**src/rtl/fpst_pkg.sv**
```systemverilog
package fpst_pkg;
  typedef enum logic [1:0] {
    VIEW_FLAGS = 2'd0,
    VIEW_RMODE = 2'd1,
    VIEW_BOTH  = 2'd2,
    VIEW_NONE  = 2'd3
  } view_e;
endpackage

```
**src/rtl/fpst_gate.sv**
```systemverilog
module fpst_gate #(
  parameter int FS_W = 2
) (
  input  logic            acc_valid,
  input  logic [1:0]      acc_view,
  input  logic            acc_write,
  input  logic            acc_debug,
  input  logic [FS_W-1:0] fs_state,
  input  logic            flag_set_valid,
  output logic            legal,
  output logic            illegal,
  output logic            wr_ok,
  output logic            dirty_req
);
  import fpst_pkg::*;

  logic fs_off;
  logic view_known;

  assign fs_off     = ~|fs_state;
  assign view_known = (view_e'(acc_view) != VIEW_NONE);

  always_comb begin
    legal     = acc_valid && view_known && (!fs_off || acc_debug);
    illegal   = acc_valid && !legal;
    wr_ok     = legal && acc_write;
    dirty_req = wr_ok || (flag_set_valid && !fs_off);
  end
endmodule

```
**src/rtl/fpst_store.sv**
```systemverilog
module fpst_store #(
  parameter int XLEN   = 32,
  parameter int FLAG_W = 5,
  parameter int RM_W   = 3
) (
  input  logic              clk,
  input  logic              rst,
  input  logic              wr_ok,
  input  logic [1:0]        acc_view,
  input  logic [XLEN-1:0]   acc_wdata,
  input  logic              flag_set_valid,
  input  logic [FLAG_W-1:0] flag_set_bits,
  output logic [FLAG_W-1:0] flags_q,
  output logic [RM_W-1:0]   rmode_q
);
  import fpst_pkg::*;

  localparam int RM_LSB = FLAG_W;

  logic [FLAG_W-1:0] flags_d;
  logic [RM_W-1:0]   rmode_d;
  logic [FLAG_W-1:0] or_in;

  genvar gi;
  generate
    for (gi = 0; gi < FLAG_W; gi++) begin : g_orin
      assign or_in[gi] = flag_set_valid & flag_set_bits[gi];
    end
  endgenerate

  always_comb begin
    flags_d = flags_q;
    rmode_d = rmode_q;
    if (wr_ok) begin
      unique case (view_e'(acc_view))
        VIEW_FLAGS: flags_d = acc_wdata[FLAG_W-1:0];
        VIEW_RMODE: rmode_d = acc_wdata[RM_W-1:0];
        VIEW_BOTH: begin
          flags_d = acc_wdata[FLAG_W-1:0];
          rmode_d = acc_wdata[RM_LSB +: RM_W];
        end
        default: ;
      endcase
    end
    flags_d = flags_d | or_in;
  end

  always_ff @(posedge clk) begin
    if (rst) begin
      flags_q <= '0;
      rmode_q <= '0;
    end else begin
      flags_q <= flags_d;
      rmode_q <= rmode_d;
    end
  end
endmodule

```
**src/rtl/fpst_resp.sv**
```systemverilog
module fpst_resp #(
  parameter int XLEN   = 32,
  parameter int FLAG_W = 5,
  parameter int RM_W   = 3
) (
  input  logic              clk,
  input  logic              rst,
  input  logic              legal,
  input  logic              illegal,
  input  logic              dirty_req,
  input  logic [1:0]        acc_view,
  input  logic [FLAG_W-1:0] flags_q,
  input  logic [RM_W-1:0]   rmode_q,
  output logic [XLEN-1:0]   acc_rdata,
  output logic              acc_illegal,
  output logic              fs_mark_dirty
);
  import fpst_pkg::*;

  localparam int RM_LSB = FLAG_W;

  logic [XLEN-1:0] view_word;

  always_comb begin
    view_word = '0;
    unique case (view_e'(acc_view))
      VIEW_FLAGS: view_word[FLAG_W-1:0] = flags_q;
      VIEW_RMODE: view_word[RM_W-1:0]   = rmode_q;
      VIEW_BOTH: begin
        view_word[FLAG_W-1:0]      = flags_q;
        view_word[RM_LSB +: RM_W]  = rmode_q;
      end
      default: ;
    endcase
  end

  always_ff @(posedge clk) begin
    if (rst) begin
      acc_rdata     <= '0;
      acc_illegal   <= 1'b0;
      fs_mark_dirty <= 1'b0;
    end else begin
      acc_rdata     <= legal ? view_word : '0;
      acc_illegal   <= illegal;
      fs_mark_dirty <= dirty_req;
    end
  end
endmodule

```
**src/rtl/fpst_unit.sv**
```systemverilog
module fpst_unit #(
  parameter int XLEN   = 32,
  parameter int FLAG_W = 5,
  parameter int RM_W   = 3,
  parameter int FS_W   = 2
) (
  input  logic              clk,
  input  logic              rst,
  input  logic              acc_valid,
  input  logic [1:0]        acc_view,
  input  logic              acc_write,
  input  logic [XLEN-1:0]   acc_wdata,
  input  logic              acc_debug,
  input  logic [FS_W-1:0]   fs_state,
  input  logic              flag_set_valid,
  input  logic [FLAG_W-1:0] flag_set_bits,
  output logic [XLEN-1:0]   acc_rdata,
  output logic              acc_illegal,
  output logic              fs_mark_dirty
);
  logic legal, illegal, wr_ok, dirty_req;
  logic [FLAG_W-1:0] flags_q;
  logic [RM_W-1:0]   rmode_q;
  logic              unused_hi;

  assign unused_hi = ^acc_wdata[XLEN-1:FLAG_W+RM_W];

  fpst_gate #(.FS_W(FS_W)) u_gate (
    .acc_valid(acc_valid), .acc_view(acc_view), .acc_write(acc_write),
    .acc_debug(acc_debug), .fs_state(fs_state),
    .flag_set_valid(flag_set_valid), .legal(legal), .illegal(illegal),
    .wr_ok(wr_ok), .dirty_req(dirty_req)
  );

  fpst_store #(.XLEN(XLEN), .FLAG_W(FLAG_W), .RM_W(RM_W)) u_store (
    .clk(clk), .rst(rst), .wr_ok(wr_ok), .acc_view(acc_view),
    .acc_wdata(acc_wdata), .flag_set_valid(flag_set_valid),
    .flag_set_bits(flag_set_bits), .flags_q(flags_q), .rmode_q(rmode_q)
  );

  fpst_resp #(.XLEN(XLEN), .FLAG_W(FLAG_W), .RM_W(RM_W)) u_resp (
    .clk(clk), .rst(rst), .legal(legal), .illegal(illegal),
    .dirty_req(dirty_req), .acc_view(acc_view), .flags_q(flags_q),
    .rmode_q(rmode_q), .acc_rdata(acc_rdata), .acc_illegal(acc_illegal),
    .fs_mark_dirty(fs_mark_dirty)
  );
endmodule

```
**config.mk**
```make
export PLATFORM = sky130hd
export DESIGN_NAME = fpst_unit
export DESIGN_NICKNAME = d
export VERILOG_FILES = /design/src/rtl/fpst_pkg.sv /design/src/rtl/fpst_gate.sv /design/src/rtl/fpst_store.sv /design/src/rtl/fpst_resp.sv /design/src/rtl/fpst_unit.sv
export SDC_FILE = /design/constraint.sdc
export NUM_CORES = 1
export LEC_CHECK = 0
export ABC_AREA = 1
export CAP_MARGIN = 30
export CELL_PAD_IN_SITES_DETAIL_PLACEMENT = 0
export CELL_PAD_IN_SITES_GLOBAL_PLACEMENT = 1
export CORE_UTILIZATION = 21
export DETAILED_ROUTE_END_ITERATION = 10
export MAX_ROUTING_LAYER = met4
export PLACE_DENSITY = 0.77
export SYNTH_ARGS = -nofsm -noshare
export SYNTH_HDL_FRONTEND = slang
export SYNTH_HIERARCHICAL = 1
export SYNTH_SLANG_ARGS = --single-unit
```
**constraint.sdc**
```tcl
create_clock -name clk -period 1.2 [get_ports clk]
set_input_delay 0.12 -clock clk [delete_from_list [all_inputs] [get_ports clk]]
set_output_delay 0.12 -clock clk [all_outputs]
set_load 0.005 [all_outputs]
```
After elaboration in Yosys (flattened, before gate mapping)
Index checks and enable logic that the tools add are counted.
{"block": "totals", "in_bits": 47, "rom_bits": 0, "latchBits": 0, "elab_cells": 40, "ram_bits": 0, "out_inout_bits": 34, "n_memories": 0, "regBits": 42}
{"block": "classes", "n_div": 0, "n_mul": 0, "n_reduce_logical": 16, "n_eq_ne": 3, "add_sub_neg": 0, "muxes": 4, "shifts": 0, "magnitude_cmp": 0, "n_bitwise": 9}
{"operator": "case mux 3 bit (2 select lines)", "n": 2}
{"operator": "two-way mux 5 bit", "n": 2}
{"operator": "OR reduction 2 bit", "n": 3}
{"operator": "OR reduction 3 bit", "n": 2}
{"operator": "bitwise AND 1 bit", "n": 5}
{"operator": "logical AND 1 bit", "n": 5}
{"operator": "OR 5 bit", "n": 1}
{"operator": "inverter 1 bit", "n": 3}
{"operator": "== test 2 x 1 -> 1 bit, second input constant", "n": 1}
{"operator": "== test 2 bit, second input constant", "n": 1}
{"operator": "zero test 2 bit", "n": 1}
{"operator": "logical OR 1 bit", "n": 2}
{"operator": "inequality test 2 bit, second input constant", "n": 1}
{"operator": "AND reduction 2 bit", "n": 1}
{"operator": "nonzero test 2 bit", "n": 1}
{"operator": "zero test 1 bit", "n": 1}

Logic depth before layout (Yosys ltp)
Gate-level depths: netlist (run 1).
{"block": "depth", "word_depth": 6, "depth_mapped": 9, "ltp_nobuf": 9}

By module
Netlist (run 1), hierarchy kept.
{"module": "fpst_resp", "area_per_inst_um2": 511.7, "cells_each": 64, "seq_area_each_um2": 200.2, "n_inst": 1}
{"module": "fpst_store", "area_per_inst_um2": 425.4, "cells_each": 64, "seq_area_each_um2": 160.2, "n_inst": 1}
{"module": "fpst_gate", "area_per_inst_um2": 71.3, "cells_each": 12, "seq_area_each_um2": 0.0, "n_inst": 1}

Worst setup path after synthesis (run 1)
Ideal clock, no wire load.
{"block": "synth_timing", "kind": "input to register", "from": "input port acc_valid", "to": "register u_store.rmode_q[0]", "path_slack_ps": 255, "arrival_time_ps": 829, "required_ps": 1084, "setup_ps": 116, "stages": 9, "n_path_buf": 0, "cell_sequence": "inv_2 -> a21oi_4 -> nand3_2 -> inv_1 -> nand2_1 -> clkinv_2 -> nand3_1 -> o211ai_1 -> inv_1"}
{"block": "synth_between", "elab_chain_cells": 4}
{"item": "start: declaration", "line": "fpst_unit.sv:9", "source": "input logic acc_valid,"}
{"item": "logical AND 1 bit (2 in series)", "line": "fpst_gate.sv:24", "source": "legal = acc_valid && view_known && (!fs_off || acc_debug);"}
{"item": "logical AND 1 bit", "line": "fpst_gate.sv:26", "source": "wr_ok = legal && acc_write;"}
{"item": "net wr_ok", "line": "fpst_unit.sv:21", "source": "logic legal, illegal, wr_ok, dirty_req;"}
{"item": "AND reduction 2 bit (no source line)"}
{"item": "end signal: assignment", "line": "fpst_store.sv:54", "source": "rmode_q <= rmode_d;"}
{"item": "end: declaration", "line": "fpst_store.sv:14", "source": "output logic [RM_W-1:0] rmode_q"}
The timed path passes the listed nets, and every way through them passes these cells.
A chain may end at the register's enable or synchronous reset.

Worst setup path after layout (run 1)
{"block": "layout_timing", "from": "register u_resp.fs_mark_dirty", "to": "output port fs_mark_dirty"}
{"item": "start: declaration", "line": "fpst_resp.sv:16", "source": "output logic fs_mark_dirty"}
{"item": "start signal: assignment", "line": "fpst_resp.sv:45", "source": "fs_mark_dirty <= dirty_req;"}
{"item": "end: declaration", "line": "fpst_unit.sv:19", "source": "output logic fs_mark_dirty"}
No word-level cell between the ends.

==> results of run 1 <==
[cell usage after synthesis (2+ instances only)]
master	number
inv_2	3
buf_4	24
o211ai_1	3
nor3_1	3
inv_1	23
nor2_1	4
clkinv_2	2
nand2_1	28
dfxtp_1	18
ha_1	2
nand2_2	2
a21oi_1	4
nand3_2	2
nand3_1	17
[area by class of cell]
| class | instances | area [um^2] | share of cell area |
|---|---|---|---|
| multi-input cells | 93 | 454.2 | 0.3074 |
| inverters | 28 | 107.6 | 0.07282 |
| well taps | 52 | 65.06 | 0.04403 |
| clock buffers | 4 | 55.05 | 0.03726 |
| repair buffers | 43 | 435.4 | 0.2947 |
| flip-flops and latches | 18 | 360.3 | 0.2439 |
[per-stage QoR]
stage | setup WS (ns) | utilization | TNS [ns] | instance area (um^2) | cells
3_5_place_dp | -0.3559 | 0.3073 | -4.521 | 1375 | 233
5_1_grt | 0.003312 | 0.3303 | 0 | 1478 | 238
4_1_cts | -0.01347 | 0.3210 | -0.06243 | 1436 | 238
2_1_floorplan | 0.2551 | - | 0 | 1095 | 163
3_3_place_gp | -0.3207 | 0.3073 | -4.174 | 1375 | 233
6_report | 0.01865 | 0.3303 | 0 | 1478 | 238
[per-layer routing]
| layer | vias to the layer above | wire, um |
|---|---|---|
| met5 | - | 0 |
| met4 | 0 | 57 |
| met3 | 5 | 119 |
| met2 | 37 | 1034 |
| met1 | 364 | 971 |
| li1 | 471 | - |
[layout by cell type, fill, tap and decap left out, drive strengths merged, types with 2 or more instances in the layout]
master,instances
nand2,30
buf,11
nor2,5
clkdlybuf4s50,19
nor3,3
inv,26
clkbuf,4
o21ai,2
dfxtp,18
a21oi,5
clkinv,2
conb,24
dlymetal6s2s,12
ha,2
nand3,19
o211ai,3
[registers in the layout, summed over array words and instances, names as in the netlist]
signal,flops
u_resp/acc_illegal,1
u_resp/acc_rdata,8
u_resp/fs_mark_dirty,1
u_store/flags_q,5
u_store/rmode_q,3
[worst max path at each step]
| stage | from | end | slack [ns] |
|---|---|---|---|
| 4_1_cts | acc_view[0] | u_store/flags_q[1] | -0.01 |
| 6_report | u_resp/fs_mark_dirty | fs_mark_dirty | 0.02 |
| 2_1_floorplan | acc_valid | u_store/rmode_q[0] | 0.26 |
| 5_1_grt | u_resp/acc_rdata[6] | acc_rdata[6] | 0.003 |
| 3_3_place_gp | acc_view[1] | u_store/rmode_q[1] | -0.32 |
| 3_5_place_dp | acc_view[1] | u_store/rmode_q[1] | -0.36 |
[power groups by stage]
stage | combinational (W) | clock, W | sequential, W
6_report | 0.000266 | 0.000501 | 0.000636
5_1_grt | 0.000295 | 0.000537 | 0.000638
4_1_cts | 0.000265 | 0.000512 | 0.000636
3_5_place_dp | 0.000263 | 0 | 0.000650
3_3_place_gp | 0.000260 | 0 | 0.000650
2_1_floorplan | 0.000173 | 0 | 0.000647
[repair_timing]
action                     4_1_cts  5_1_grt
pin swaps                        2        4
setup buffers                    1        0
gates resized for setup          2       14
setup endpoints to repair        8       21
[logic make-up (layout without fill, tap and decap cells)]
kind of cell,after synthesis,count (layout),share of synthesized area
adder cells (fa/ha/maj),2,2,0.02481
AND/OR/NAND/NOR,57,57,0.2568
AO/OA/AOI/OAI,10,10,0.07196
buffers and inverters,52,75,0.2854
other,1,24,0.003719
flip-flops,18,18,0.3573
==> results by group, run 1 <==
Outcome
  – Outcome: finished with violations
  – Failing checks: DRC

Worst setup path
  – Crit path cell chain: clkdlybuf4s50_1
  – Levels on crit path: 1
  – Reg-to-reg startpoint: u_store/rmode_q[1]
  – Startpoint Class: register
  – Worst path max stage delay: 0.49 ns
  – FF-to-FF setup slack: 0.51 ns
  – Crit path buffers/inverters: 1
  – R2R cell count: 2
  – WP data required: 1.08 ns
  – Critical path's slowest cell: clkdlybuf4s50_1
  – Largest delay contributor family on the critical path: buffers and inverters
  – Worst r2r dst: u_resp/acc_rdata[6]
  – Crit path DAT: 1.06 ns
  – Crit path kind: reg -> out
  – CP Max Fanout: 1
  – Critical Path End Type: output port

Placed design
  – Dpl hpwl: 1809 um
  – IO buf count: 32
  – Placer Congestion: 0.7566

Power and ir drop
  – Clock share of power: 0.357
  – Peak VDD IR: 335.1 uV
  – Int Power: 0.001053 W
  – Flop pwr share: 0.453
  – Leak Pwr: 0.8883 nW
  – Pwr Density: 949.1 nW/um^2
  – Final Power: 0.001402 W
  – Comb power frac: 0.189
  – P_sw: 0.0003498 W
  – Switch share: 0.2494

Timing
  – Setup-failing EPs final: 0
  – Endpoints failing hold: 0
  – Slew Viols, Final: 0
  – WHS: 0.2600 ns
  – Max Fclk: 0.8465 GHz
  – Fin crit share: 0.9845
  – Skew final: 0.003210 ns
  – Final min period: 1.181 ns
  – RSZ-0062 raised after global routing: no

Synth
  – Synthesis-stage register bit count: 18
  – Mapped Area: 1008 um^2
  – Mapped Avg Cell Area: 7.203 um^2
  – Ys flop type: dfxtp_1
  – Asr flop ratio synth: 0
  – Synth area leaders: dfxtp_1, buf_4, nand2_1
  – Share of the synthesized area in the top cell type: 0.3573
  – Synth Warn #: 6
  – EDFF count, synth: 0
  – Yosys top cell by area: dfxtp_1
  – Synth Instances: 140
  – Sequential element share of the synthesized area: 0.3573
  – Yosys cell types: 19

GRT
  – Vias in the first global route: 815
  – Largest net degree at the start of global routing: 11
  – Initial antenna violation count: 0
  – GRT met3 Usage: 0.01547
  – First-pass GRT wire length: 3443 um
  – Gr busiest metal: met2
  – Total GRT Usage: 0.09002
  – GRT overflow: 0
  – GR Util met2: 0.1429
  – Grt met1 use: 0.1043

Final layout
  – ANT cells: 0
  – Layout cell share with drive strength beyond 1: 0.1505
  – Final nets: 236
  – Fill cells: 470
  – Area delta synth->final: 46.53%

Route
  – Drt first-iter violations: 40
  – Vias per cell: 3.685
  – Antenna-violating nets left: 0
  – WL final: 2182 um
  – Routed vias: 877
  – Average wire per standard cell: 9.168 um
  – First drt pass iteration count: 7
  – DRC violations left: 2

Clock network
  – CTS max path bufs: 2
  – # hold bufs at CTS: 0
  – Clk_lat worst skew: 0.26 ns
  – Cts bufs inserted: 3
  – TritonCTS clock tree: yes
  – TritonCTS sink count: 18
  – H-tree lvl count: 1
  – Clk slew on worst S/H paths: 0.07 ns
  – Clk root buf: clkbuf_8

Hold path
  – Min-delay worst type: in -> reg
  – Min-delay src: fs_state[0]
  – Worst Hold End: u_resp/fs_mark_dirty
  – Worst hold stages: 5

Die
  – CORE AREA: 4474 um^2
  – IO Pins: 81
  – FP Rows: 24
  – Die Span Y: 71.30 um
  – Die area: 5084 um^2
  – Width of the die: 71.30 um
  – Starting Density: 0.2254

Run
  – Max-cap viol count: 0
No activity file was read; power rests on OpenSTA's default activity.
==> inputs of run 2 (changes only) <==
--- a/config.mk
+++ b/config.mk
@@ -11,8 +11,10 @@
 export CELL_PAD_IN_SITES_GLOBAL_PLACEMENT = 1
 export CORE_UTILIZATION = 21
 export DETAILED_ROUTE_END_ITERATION = 10
+export GPL_ROUTABILITY_DRIVEN = 0
 export MAX_ROUTING_LAYER = met4
 export PLACE_DENSITY = 0.77
+export RECOVER_POWER = 50
 export SYNTH_ARGS = -nofsm -noshare
 export SYNTH_HDL_FRONTEND = slang
 export SYNTH_HIERARCHICAL = 1
==> results by group, run 2 (synthesized netlist as in run 1, its figures left out) <==
Clock network
  – TritonCTS sink count: 18
  – H-tree lvl count: 1
  – TritonCTS clock tree: yes
  – CTS max path bufs: 2
  – Clk root buf: clkbuf_8
  – Cts bufs inserted: 3
  – Clk slew on worst S/H paths: 0.07 ns
  – # hold bufs at CTS: 0
  – Clk_lat worst skew: 0.26 ns

Timing
  – Total Neg Setup Slack: 0 ns
  – Endpoints failing hold: 0
  – Max Fclk: 0.8467 GHz
  – Skew final: 0.003128 ns
  – WHS: 0.2617 ns
  – Final min period: 1.181 ns
  – RSZ-0062 raised after global routing: no
  – Slew Viols, Final: 0
  – Fin crit share: 0.9842
  – Setup-failing EPs final: 0

Worst setup path
  – CP Max Fanout: 1
  – Worst path max stage delay: 0.49 ns
  – Startpoint Class: register
  – Critical path's slowest cell: clkdlybuf4s50_1
  – Crit path kind: reg -> out
  – WP data required: 1.08 ns
  – Critical Path End Type: output port
  – FF-to-FF setup slack: 0.51 ns
  – Crit path cell chain: clkdlybuf4s50_1
  – Crit path buffers/inverters: 1
  – Worst r2r dst: u_resp/acc_rdata[6]
  – Reg-to-reg startpoint: u_store/rmode_q[1]
  – Crit path DAT: 1.06 ns
  – Largest delay contributor family on the critical path: buffers and inverters
  – R2R cell count: 2

GRT
  – Largest net degree at the start of global routing: 11
  – First-pass GRT wire length: 3443 um
  – Vias in the first global route: 815
  – GRT overflow: 0
  – Total GRT Usage: 0.09002
  – Initial antenna violation count: 0

Route
  – Drt first-iter violations: 39
  – WL final: 2173 um
  – DRC violations left: 2
  – Average wire per standard cell: 9.130 um
  – Antenna-violating nets left: 0
  – First drt pass iteration count: 7
  – Routed vias: 878
  – Vias per cell: 3.689

Die
  – CORE AREA: 4474 um^2
  – Die area: 5084 um^2
  – FP Rows: 24
  – Width of the die: 71.30 um
  – Die Span Y: 71.30 um
  – Starting Density: 0.2254
  – IO Pins: 81

Hold path
  – Worst Hold End: u_resp/fs_mark_dirty
  – Worst hold stages: 5
  – Min-delay src: fs_state[0]
  – Min-delay worst type: in -> reg

Final layout
  – Leading cell types in the layout, fill and taps excluded: nand2_1, conb_1, inv_1, clkdlybuf4s50_1, dfxtp_1
  – Area delta synth->final: 44.29%
  – Commonest non-fill, non-tap cell in the layout: nand2_1
  – Largest register FFs: 8
  – Final nets: 236
  – ANT cells: 0
  – Regs by FF count: u_resp/acc_rdata (8), u_store/flags_q (5), u_store/rmode_q (3)
  – Biggest register: u_resp/acc_rdata
  – Layout cell share with drive strength beyond 1: 0.1452
  – Layout Cells excl Fill: 238

Outcome
  – Outcome: finished with violations
  – Failing checks: DRC

Power and ir drop
  – Leak Pwr: 0.7377 nW
  – Peak VDD IR: 334.8 uV
  – Pwr Density: 963.1 nW/um^2

Placed design
  – # placed instances: 233
  – IO buf count: 32
  – Dpl hpwl: 1809 um

Run
  – Max-cap viol count: 0
[run 2: changes by cell type in the layout (fill, tap and decap cells not counted)]
cell / change
buf_4: -1
nand2_1: +1
clkbuf_4: +1
clkdlybuf4s25_1: +8
dlymetal6s2s_1: -8
nand2_2: -1
[run 2: metrics by stage]
stage	utilization	setup slack [ns]	instance area, um^2	power [W]
after floorplan	-	0.2551	1095	0.0008199
after global placement	0.3073	-0.3207	1375	0.0009099
after detailed placement	0.3073	-0.3559	1375	0.0009129
after CTS	0.3210	-0.01347	1436	0.001413
after global routing	0.3252	0.003312	1455	0.001469
final	0.3252	0.01891	1455	0.001401
[run 2: worst max-delay path by stage]
stage,depth (start not counted),slack (ns),to,from
5_1_grt,1,0.003,acc_rdata[6],u_resp/acc_rdata[6]
2_1_floorplan,9,0.26,u_store/rmode_q[0],acc_valid
6_report,1,0.02,fs_mark_dirty,u_resp/fs_mark_dirty
4_1_cts,8,-0.01,u_store/flags_q[1],acc_view[0]
3_5_place_dp,7,-0.36,u_store/rmode_q[1],acc_view[1]
3_3_place_gp,7,-0.32,u_store/rmode_q[1],acc_view[1]
[run 2: where the power goes]
part | leakage, nW | total [W] | switching [W] | internal [W]
clock | 0.0288 | 0.000501 | 0.000208 | 0.000292
sequential | 0.147 | 0.000636 | 0.0000128 | 0.000623
combinational | 0.562 | 0.000265 | 0.000128 | 0.000137
total | 0.738 | 0.00140 | 0.000349 | 0.00105
[run 2: what timing repair did]
action / 4_1_cts / 5_1_grt
gates resized for setup: 2 / 14
setup buffers: 1 / 0
pin swaps: 2 / 4
endpoints found under the setup margin: 8 / 21
[run 2: layout make-up]
cell class              count  area, um^2
fillers                   472        3019
multi-input cells          93       451.7
repair buffers             43       415.4
flip-flops and latches     18       360.3
inverters                  28       107.6
well taps                  52       65.06
clock buffers               4       55.05
[run 2: per-layer routing]
layer	part of all wire	global-route usage
met5	0	-
met4	0.026	0.06000
met3	0.051	0.01547
met2	0.48	0.1429
met1	0.45	0.1043
